`src/rtl/adc_pwr_pkg.sv`:
```
package adc_pwr_pkg;

    typedef enum logic [1:0] {
        PS_FULL_PD = 2'b00,
        PS_FAST_PD = 2'b01,
        PS_ON      = 2'b10,
        PS_HW_SD   = 2'b11
    } pwr_e;

    localparam logic [1:0] PD_FULL = 2'b00;
    localparam logic [1:0] PD_FAST = 2'b01;
    localparam logic [1:0] PD_INT  = 2'b10;
    localparam logic [1:0] PD_EXT  = 2'b11;

    typedef struct packed {
        pwr_e       pwr;
        logic       clk_ext;
        logic [1:0] pd;
        logic       pend;
        logic       rdy;
    } ctl_t;

endpackage

```
`src/rtl/adc_pwr_rx.sv`:
```
module adc_pwr_rx #(
    parameter int CTRL_BITS = 8
) (
    input  logic       clk,
    input  logic       rst_n,
    input  logic       clr,
    input  logic       hold,
    input  logic       bit_en,
    input  logic       sdin,
    output logic       start_hit,
    output logic       byte_done,
    output logic [1:0] pd_now
);
    localparam int CW = $clog2(CTRL_BITS);

    typedef struct packed {
        logic          active;
        logic [CW-1:0] cnt;
        logic          last;
    } rx_t;

    rx_t rx_d, rx_q;

    always_comb begin
        start_hit = !rx_q.active && bit_en && sdin && !hold && !clr;
        byte_done = rx_q.active && bit_en && (rx_q.cnt == CW'(1)) && !clr;
        pd_now    = {rx_q.last, sdin};
        rx_d      = rx_q;
        if (clr) begin
            rx_d.active = 1'b0;
        end else if (start_hit) begin
            rx_d.active = 1'b1;
            rx_d.cnt    = CW'(CTRL_BITS - 1);
        end else if (rx_q.active && bit_en) begin
            rx_d.last = sdin;
            rx_d.cnt  = rx_q.cnt - CW'(1);
            if (rx_q.cnt == CW'(1)) begin
                rx_d.active = 1'b0;
            end
        end
    end

    always_ff @(posedge clk or negedge rst_n) begin
        if (!rst_n) begin
            rx_q <= '0;
        end else begin
            rx_q <= rx_d;
        end
    end
endmodule

```
`src/rtl/adc_pwr_settle.sv`:
```
module adc_pwr_settle #(
    parameter int CNT_W = 16
) (
    input  logic             clk,
    input  logic             rst_n,
    input  logic             clr,
    input  logic             run,
    input  logic [CNT_W-1:0] limit,
    output logic             done
);
    logic [CNT_W-1:0] cnt_d, cnt_q;

    always_comb begin
        done  = (cnt_q >= limit);
        cnt_d = cnt_q;
        if (clr) begin
            cnt_d = '0;
        end else if (run && !done) begin
            cnt_d = cnt_q + CNT_W'(1);
        end
    end

    always_ff @(posedge clk or negedge rst_n) begin
        if (!rst_n) begin
            cnt_q <= '0;
        end else begin
            cnt_q <= cnt_d;
        end
    end
endmodule

```
`src/rtl/adc_pwr_conv.sv`:
```
module adc_pwr_conv #(
    parameter int CONV_CYCLES = 12
) (
    input  logic clk,
    input  logic rst_n,
    input  logic start,
    input  logic abort,
    output logic busy,
    output logic done
);
    localparam int CW = $clog2(CONV_CYCLES + 1);

    logic [CW-1:0] cnt_d, cnt_q;

    always_comb begin
        busy  = (cnt_q != '0);
        done  = (cnt_q == CW'(1)) && !abort;
        cnt_d = cnt_q;
        if (abort) begin
            cnt_d = '0;
        end else if (start) begin
            cnt_d = CW'(CONV_CYCLES);
        end else if (busy) begin
            cnt_d = cnt_q - CW'(1);
        end
    end

    always_ff @(posedge clk or negedge rst_n) begin
        if (!rst_n) begin
            cnt_q <= '0;
        end else begin
            cnt_q <= cnt_d;
        end
    end
endmodule

```
`src/rtl/adc_pwr_seq.sv`:
```
module adc_pwr_seq #(
    parameter int CTRL_BITS   = 8,
    parameter int CNT_W       = 16,
    parameter int CONV_CYCLES = 12
) (
    input  logic             clk,
    input  logic             rst_n,
    input  logic             bit_en,
    input  logic             sdin,
    input  logic             shdn_n,
    input  logic [CNT_W-1:0] settle_cycles,
    output logic             conv_en,
    output logic             busy,
    output logic             settle_done,
    output logic             clk_ext,
    output logic [1:0]       pwr_state,
    output logic             res_rdy
);
    import adc_pwr_pkg::*;

    ctl_t       ctl_d, ctl_q;
    logic       start_hit, byte_done, settle_raw, conv_done;
    logic [1:0] pd_now;
    logic       settled, conv_go, rx_clr, cnt_clr, cnt_run;

    adc_pwr_rx #(.CTRL_BITS(CTRL_BITS)) i_rx (
        .clk       (clk),
        .rst_n     (rst_n),
        .clr       (rx_clr),
        .hold      (ctl_q.pend || busy),
        .bit_en    (bit_en),
        .sdin      (sdin),
        .start_hit (start_hit),
        .byte_done (byte_done),
        .pd_now    (pd_now)
    );

    adc_pwr_settle #(.CNT_W(CNT_W)) i_settle (
        .clk   (clk),
        .rst_n (rst_n),
        .clr   (cnt_clr),
        .run   (cnt_run),
        .limit (settle_cycles),
        .done  (settle_raw)
    );

    adc_pwr_conv #(.CONV_CYCLES(CONV_CYCLES)) i_conv (
        .clk   (clk),
        .rst_n (rst_n),
        .start (conv_go),
        .abort (!shdn_n),
        .busy  (busy),
        .done  (conv_done)
    );

    always_comb begin
        rx_clr  = !shdn_n || (ctl_q.pwr == PS_HW_SD);
        cnt_clr = (ctl_q.pwr == PS_FULL_PD) || (ctl_q.pwr == PS_HW_SD);
        cnt_run = (ctl_q.pwr == PS_ON) || (ctl_q.pwr == PS_FAST_PD);
        settled = settle_raw && cnt_run;
        conv_go = ctl_q.pend && settled && !busy && (ctl_q.pwr == PS_ON) && shdn_n;

        ctl_d = ctl_q;
        if (!shdn_n) begin
            // hardware shutdown: abandon everything
            ctl_d.pwr  = PS_HW_SD;
            ctl_d.pend = 1'b0;
            ctl_d.rdy  = 1'b0;
        end else if (ctl_q.pwr == PS_HW_SD) begin
            ctl_d.pwr = PS_FULL_PD;
        end else begin
            // start bit wakes from either software power-down state
            if (start_hit && !ctl_q.pwr[1]) begin
                ctl_d.pwr = PS_ON;
            end
            if (byte_done) begin
                ctl_d.pd = pd_now;
                if (pd_now[1]) begin
                    ctl_d.clk_ext = pd_now[0];
                end
                if (pd_now == PD_FAST && !settled) begin
                    ctl_d.pwr = PS_FAST_PD;
                end else begin
                    ctl_d.pend = 1'b1;
                end
            end
            if (conv_go) begin
                ctl_d.pend = 1'b0;
                ctl_d.rdy  = 1'b0;
            end
            if (conv_done) begin
                ctl_d.rdy = 1'b1;
                if (!ctl_q.pd[1]) begin
                    ctl_d.pwr = ctl_q.pd[0] ? PS_FAST_PD : PS_FULL_PD;
                end
            end
        end
    end

    always_ff @(posedge clk or negedge rst_n) begin
        if (!rst_n) begin
            ctl_q <= '{pwr: PS_FULL_PD, clk_ext: 1'b0, pd: PD_FULL, pend: 1'b0, rdy: 1'b0};
        end else begin
            ctl_q <= ctl_d;
        end
    end

    assign conv_en     = conv_go;
    assign settle_done = settled;
    assign clk_ext     = ctl_q.clk_ext;
    assign pwr_state   = ctl_q.pwr;
    assign res_rdy     = ctl_q.rdy &&
                         ((ctl_q.pwr == PS_ON) || (!ctl_q.pwr[1] && !ctl_q.clk_ext));
endmodule

```
`config.mk`:
```
export PLATFORM = sky130hd
export DESIGN_NAME = adc_pwr_seq
export DESIGN_NICKNAME = d
export VERILOG_FILES = /design/src/rtl/adc_pwr_pkg.sv /design/src/rtl/adc_pwr_rx.sv /design/src/rtl/adc_pwr_settle.sv /design/src/rtl/adc_pwr_conv.sv /design/src/rtl/adc_pwr_seq.sv
export SDC_FILE = /design/constraint.sdc
export NUM_CORES = 1
export LEC_CHECK = 0
export BUFFER_PORTS_ARGS = -buffer_cell sky130_fd_sc_hd__buf_2
export CORE_ASPECT_RATIO = 1.5
export CORE_UTILIZATION = 40
export DETAILED_ROUTE_END_ITERATION = 7
export GPL_ROUTABILITY_DRIVEN = 1
export GPL_TIMING_DRIVEN = 1
export PLACE_DENSITY_LB_ADDON = 0.12
export SYNTH_ARGS = -nofsm -noshare
export SYNTH_HDL_FRONTEND = slang
export SYNTH_SLANG_ARGS = --single-unit
```
`constraint.sdc`:
```
create_clock -name clk -period 3.87 [get_ports clk]
set_input_delay 1.161 -clock clk [delete_from_list [all_inputs] [get_ports clk]]
set_output_delay 1.161 -clock clk [all_outputs]
set_load 0.01 [all_outputs]
```
==> metrics.cfg, run 1 <==
[synth]
async_flop_share = 1.000
yosys_warnings = 0
synthAdderAreaFrac = 0.1385
synth_top_area_cell = dfrtp_1
synth_top_area_share = 0.3693
muxShareOfSynthArea = 0.01558
ys_seq_elements = 32
synth-compound-area-share = 0.1760
synth.distinct_cells = 43
synth-simple-area-share = 0.2095
synthFlopType = dfrtp_1
netlist_area_um2 = 2168
yosys-top-cells-area = dfrtp_1, ha_1, inv_1
synthCells = 238
synth_xor_area_frac = 0.02424
yosysSeqAreaShare = 0.3693
synth_edf_count = 0
avgSynthCellArea_um2 = 9.111
synth_fp_nets = 283
synth_top_family_by_area = simple AND/OR/NAND/NOR gates

[finish]
final_common_cell = dfrtp_1
final_cell_mix = dfrtp_1, inv_1, buf_2, nand2_1, a21oi_1
syn2layout_area_growth_pct = 22.62
fillers = 483
drive_gt1_frac = 0.2482
num-nets-final = 322
diodes = 0

[setup_path]
cp_max_fo = 3
rrSetupSlack_ns = 1.15
rr_startpoint = i_settle.cnt_q[0]
cp-end-kind = output pin
worstPathRequired_ns = 2.71
ff2ff_path_depth = 10
reg2reg_to = i_settle.cnt_q[14]
critPathKind = primary input to output pin
worstPathArrival_ns = 2.60
cp-start-kind = primary input

[sta]
period_minus_slack_ns = 3.761
fmax_mhz = 265.9
min_period_over_period = 0.9719
hold_viol = 0
timing.setup.tns_ns = 0
rsz0062_at_grt = true
worstMarginPinSlew_ns = 0.7578
slew-limit-headroom = 0.4948
setup_viol = 0
skew_ns = 0.006658
slew_violations = 0
hold_slack_ns = 0.5078
fin_ws_ns = 0.1086

[route]
vias = 1860
drtIter0Drc = 31
vias_per_cell = 5.376
drc_errors = 0
drtAntennaViolNets = 0
post_drt_wl_per_cell_um = 13.77
wirelength_um = 4766
drt-pass1-iter-count = 6

[placed_design]
place_ws_ns = -0.1340
io_buffer_count = 27
place_hpwl_um = 3469
place.gp.congestion = 0.8064

[global_routing]
gr-usage-all-layers = 0.1788
grt_max_degree = 33
grt_pass1_wl_um = 8176
grt_pass1_vias = 1830
antenna_found_initial = 0
grt_remaining_overflow = 0

[hold_path]
hold_class = flop to flop
hold_depth = 2
worstHoldStart = i_rx.rx_q[2]
hold_end = i_rx.rx_q[2]

[floorplan]
num_io_pins = 28
num_rows = 32
die_w_um = 62.12
design.die.area_um2 = 5725
dieHeight_um = 92.18
core-area_um2 = 5165
initial_core_util = 0.4198

[power]
vdd_drop_max_uv = 255.1
combPwrFrac = 0.364
swShare = 0.3624
p_int_uw = 730.4
seq_power_share = 0.398
clockPowerShare = 0.238
power.density_nw_per_um2 = 430.8
p_switching_uw = 415.1
power_leakage_nw = 1.219

[cts]
clk_latency_ns = 0.28
root_buffer = clkbuf_8
cts.htree.levels = 2
clk_pin_slew_worst_paths_ns = 0.06
cts_buffers = 5
cts_tree = done
clock_path_buffers = 2
clock_sinks = 32

[job]
drv_cap = 0

[run_status]
status = finished clean

## worst max-delay path, cell delays in order
cell	delay (ns)
buf_6	0.07
inv_2	0.03
ha_4	0.25
and4_4	0.25
nand3_2	0.07
o211ai_1	0.30
nor3_2	0.10
nor4_2	0.18
buf_2	0.18
## how the worst max path moves through the flow
stage	start	to	cells after the start
finish	settle_cycles[15]	conv_en	9
global placement	settle_cycles[15]	conv_en	9
detailed placement	settle_cycles[15]	conv_en	9
CTS	settle_cycles[0]	settle_done	8
floorplan	settle_cycles[15]	conv_en	7
global route	settle_cycles[12]	conv_en	9
## area by class of cell
type                       count  area, µm²  area share
clock buffer                   8      90.09     0.03388
inverter                      29      108.9     0.04094
multi-input combinational    170       1330      0.5002
sequential                    32      800.8      0.3012
tap                           68      85.08     0.03200
timing repair buffer          39      244.0     0.09176
## cell families (layout without fill, tap and decap cells)
family	after synthesis	after routing
AND/OR/NAND/NOR	82	82
AO/OA/AOI/OAI	55	55
buffers and inverters	36	76
flip-flops	32	32
adder cells (fa/ha/maj)	24	24
XOR/XNOR	6	6
multiplexers	3	3
## synth_stat cells (all sizes together) (4+ instances only)
cell type,count
ha,24
nand3b,4
nand2,21
nor2,14
o31ai,8
a21oi,20
dfrtp,32
o21ai,6
nor4,5
xnor2,6
inv,29
buf,4
or4,8
nand3,10
nor3,5
and4,4
## routing by layer
layer / global-route usage / up-vias / part of all wire / wire [µm]
met1: 0.2083 / 881 / 0.45 / 2124
met2: 0.3269 / 32 / 0.51 / 2442
met3: 0.02985 / 8 / 0.025 / 121
li1: - / 939 / - / -
met4: 0.06008 / 0 / 0.016 / 78
met5: 0 / - / 0 / 0
## power groups by stage
stage / logic [mW] / clock network, mW / registers, mW
global placement: 0.390 / 0 / 0.457
finish: 0.417 / 0.273 / 0.455
CTS: 0.402 / 0.279 / 0.453
detailed placement: 0.397 / 0 / 0.458
floorplan: 0.310 / 0 / 0.443
global route: 0.474 / 0.292 / 0.464
## repair_timing
item                                    CTS  global route
resized for setup                         1            17
endpoints found under the setup margin    2             2
hold buffers                              0             0
pin swaps                                 4             3
buffers inserted                          0             1
## stage by stage
stage | power [mW] | cells | cell area, µm² | utilization
final | 1.146 | 346 | 2659 | 0.5148
after global routing | 1.229 | 346 | 2659 | 0.5148
after CTS | 1.134 | 345 | 2540 | 0.4918
after detailed placement | 0.8543 | 337 | 2441 | 0.4726
after global placement | 0.8471 | 337 | 2441 | 0.4726
after floorplan | 0.7537 | 238 | 2175 | -
## registers in the layout (all words and copies together), names as in the netlist
| register | count |
|---|---|
| i_conv.cnt_q | 4 |
| ctl_q | 4 |
| i_settle.cnt_q | 16 |
| i_rx.pd_now | 1 |
| clk_ext | 1 |
| i_rx.rx_q | 4 |
| pwr_state | 2 |
Power figures use the tool's default switching activity.
==> run 2, diff against run 1 <==
- ABC_CLOCK_PERIOD_IN_PS: unset -> 4800
- CTS_CLUSTER_SIZE: unset -> 40
- clock period: 3.87 -> 4.8 ns (I/O delays scaled with it)
==> run 2 against run 1 <==
Net effect:
- worst hold slack got worse by 0.011 ns
- routed wire length shrank 2.2%
- largest cell class unchanged
- critical path depth stayed put
- setup slack gained 0.13 ns
- sequential share of layout area up 2.2 points
==> metrics.cfg, run 2 (synthesis gave the netlist of run 1 again) <==
[route]
drt-pass1-iter-count = 4  ; -2
drtAntennaViolNets = 0  ; unchanged
wirelength_um = 4661  ; -2.2%
vias_per_cell = 5.484  ; +2.0%
drtIter0Drc = 63  ; +100%
post_drt_wl_per_cell_um = 13.83  ; +0.41%
vias = 1848  ; -0.65%
drc_errors = 0  ; unchanged

[global_routing]
gr-usage-all-layers = 0.1828  ; +0.004099
grt_pass1_wl_um = 8121  ; -0.67%
antenna_found_initial = 0  ; unchanged
grt_max_degree = 33  ; unchanged
grt_pass1_vias = 1736  ; -5.1%
grt_remaining_overflow = 0  ; unchanged

[cts]
root_buffer = clkbuf_8
clock_sinks = 32  ; unchanged
clk_latency_ns = 0.29  ; about the same
postCtsSetupBuffers = 0  ; unchanged
cts_tree = done
cts_hold_buffers = 0  ; unchanged
cts.htree.levels = 2  ; unchanged
clock_path_buffers = 2  ; unchanged
cts_buffers = 5  ; unchanged
cts_resized = 0  ; -1
clk_pin_slew_worst_paths_ns = 0.06  ; about the same

[setup_path]
path_delay_family = simple AND/OR/NAND/NOR gates
worstPathArrival_ns = 3.12  ; +0.52 ns
slowest_stage = o211ai_1
critical_path_buf_inv_count = 3  ; unchanged
cpMostUsedCell = buf_2
crit_path_max_incr_delay_ns = 0.37  ; +0.07 ns
cp-end-kind = output pin
worstPathRequired_ns = 3.36  ; +0.65 ns
critPathKind = primary input to output pin
cp-start-kind = primary input
cp_max_fo = 5  ; +2
path_cells = buf_2, inv_1, ha_1, and4_4, nand3_1, o211ai_1, nor3_2, nor4_1, buf_2

[job]
drv_cap = 0  ; unchanged

[floorplan]
num_rows = 32  ; unchanged
design.die.area_um2 = 5725  ; unchanged
dieHeight_um = 92.18  ; unchanged
num_io_pins = 28  ; unchanged
die_w_um = 62.12  ; unchanged
core-area_um2 = 5165  ; unchanged
initial_core_util = 0.4198  ; unchanged

[run_status]
status = finished clean

[finish]
regMostFlops = i_settle.cnt_q
regArea_um2 = 800.8  ; unchanged
fin_util = 0.4799  ; -0.03488
final_cell_mix = dfrtp_1, inv_1, buf_2, ha_1, nand2_1
multiInputGateArea_um2 = 1222  ; -8.1%
syn2layout_area_growth_pct = 14.31
drive_gt1_frac = 0.1747  ; -0.07348
final_common_cell = dfrtp_1
diodes = 0  ; unchanged
num-nets-final = 314  ; -2.5%
fillers = 511  ; +5.8%
largest_reg_flops = 16  ; unchanged

[sta]
setup_viol = 0  ; unchanged
period_minus_slack_ns = 4.564
fmax_mhz = 219.1
hold_viol = 0  ; unchanged
worstMarginPinSlew_ns = 0.7404  ; -0.01737 ns
min_period_over_period = 0.9508
skew_ns = 0.004454  ; -0.002204 ns
slew_violations = 0  ; unchanged
slew-limit-headroom = 0.5064  ; +0.01158
timing.setup.tns_ns = 0  ; unchanged
rsz0062_at_grt = false

[power]
vdd_drop_max_uv = 294.1  ; +15%
power_leakage_nw = 1.178  ; -3.4%
power.density_nw_per_um2 = 366.1  ; -15%

[placed_design]
place_hpwl_um = 3508  ; +1.1%
place.gp.congestion = 0.7737  ; -4.1%
io_buffer_count = 27  ; unchanged

[hold_path]
hold_class = flop to flop

==> run 2: worst paths after layout <==
kind	startpoint	cells after the start	slack, ns	endpoint
max reg2reg	i_settle.cnt_q[0]	9	1.85	i_settle.cnt_q[7]
min	i_rx.rx_q[2]	2	0.50	i_rx.rx_q[2]
max in group asynchronous	rst_n	1	3.12	i_rx.pd_now[1]
min reg2reg	i_rx.rx_q[2]	2	0.50	i_rx.rx_q[2]
min in group asynchronous	rst_n	1	1.21	i_conv.cnt_q[3]
max	settle_cycles[15]	9	0.24	conv_en
==> run 2: worst min-delay path, cell delays in order, from the launching register on <==
cell and delay (ns):
dfrtp_1 0.34, nand2_1 0.05, o211ai_1 0.07
==> run 2: where the power goes <==
part	internal, mW	switching [mW]
clock network	0.128	0.101
logic	0.138	0.178
registers	0.319	0.0446
==> run 2: stage by stage <==
| stage | cell area [µm²] | std cells | hold WS [ns] | total power, mW | worst slack [ns] |
|---|---|---|---|---|---|
| floorplan | 2168 | 238 | 0.4667 | 0.6064 | 0.2863 |
| global placement | 2382 | 330 | 0.4793 | 0.6846 | 0.2776 |
| detailed placement | 2382 | 330 | 0.4865 | 0.6889 | 0.2206 |
| CTS | 2479 | 337 | 0.5009 | 0.9224 | 0.2207 |
| global route | 2479 | 337 | 0.5366 | 0.9788 | 0.01688 |
| finish | 2479 | 337 | 0.4971 | 0.9073 | 0.2362 |
==> run 2: cell type report <==
type                       count  share of cell area
inverter                      29             0.04392
sequential                    32              0.3231
clock buffer                   7             0.03887
timing repair buffer          31             0.06663
multi-input combinational    170              0.4932
tap                           68             0.03433
==> run 2: layer usage <==
metal,track usage,part of all wire,vias up
met5,0,0,-
met4,0.07558,0.016,0
met3,0.02985,0.032,5
met2,0.3269,0.52,46
met1,0.2143,0.43,874
li1,-,-,923
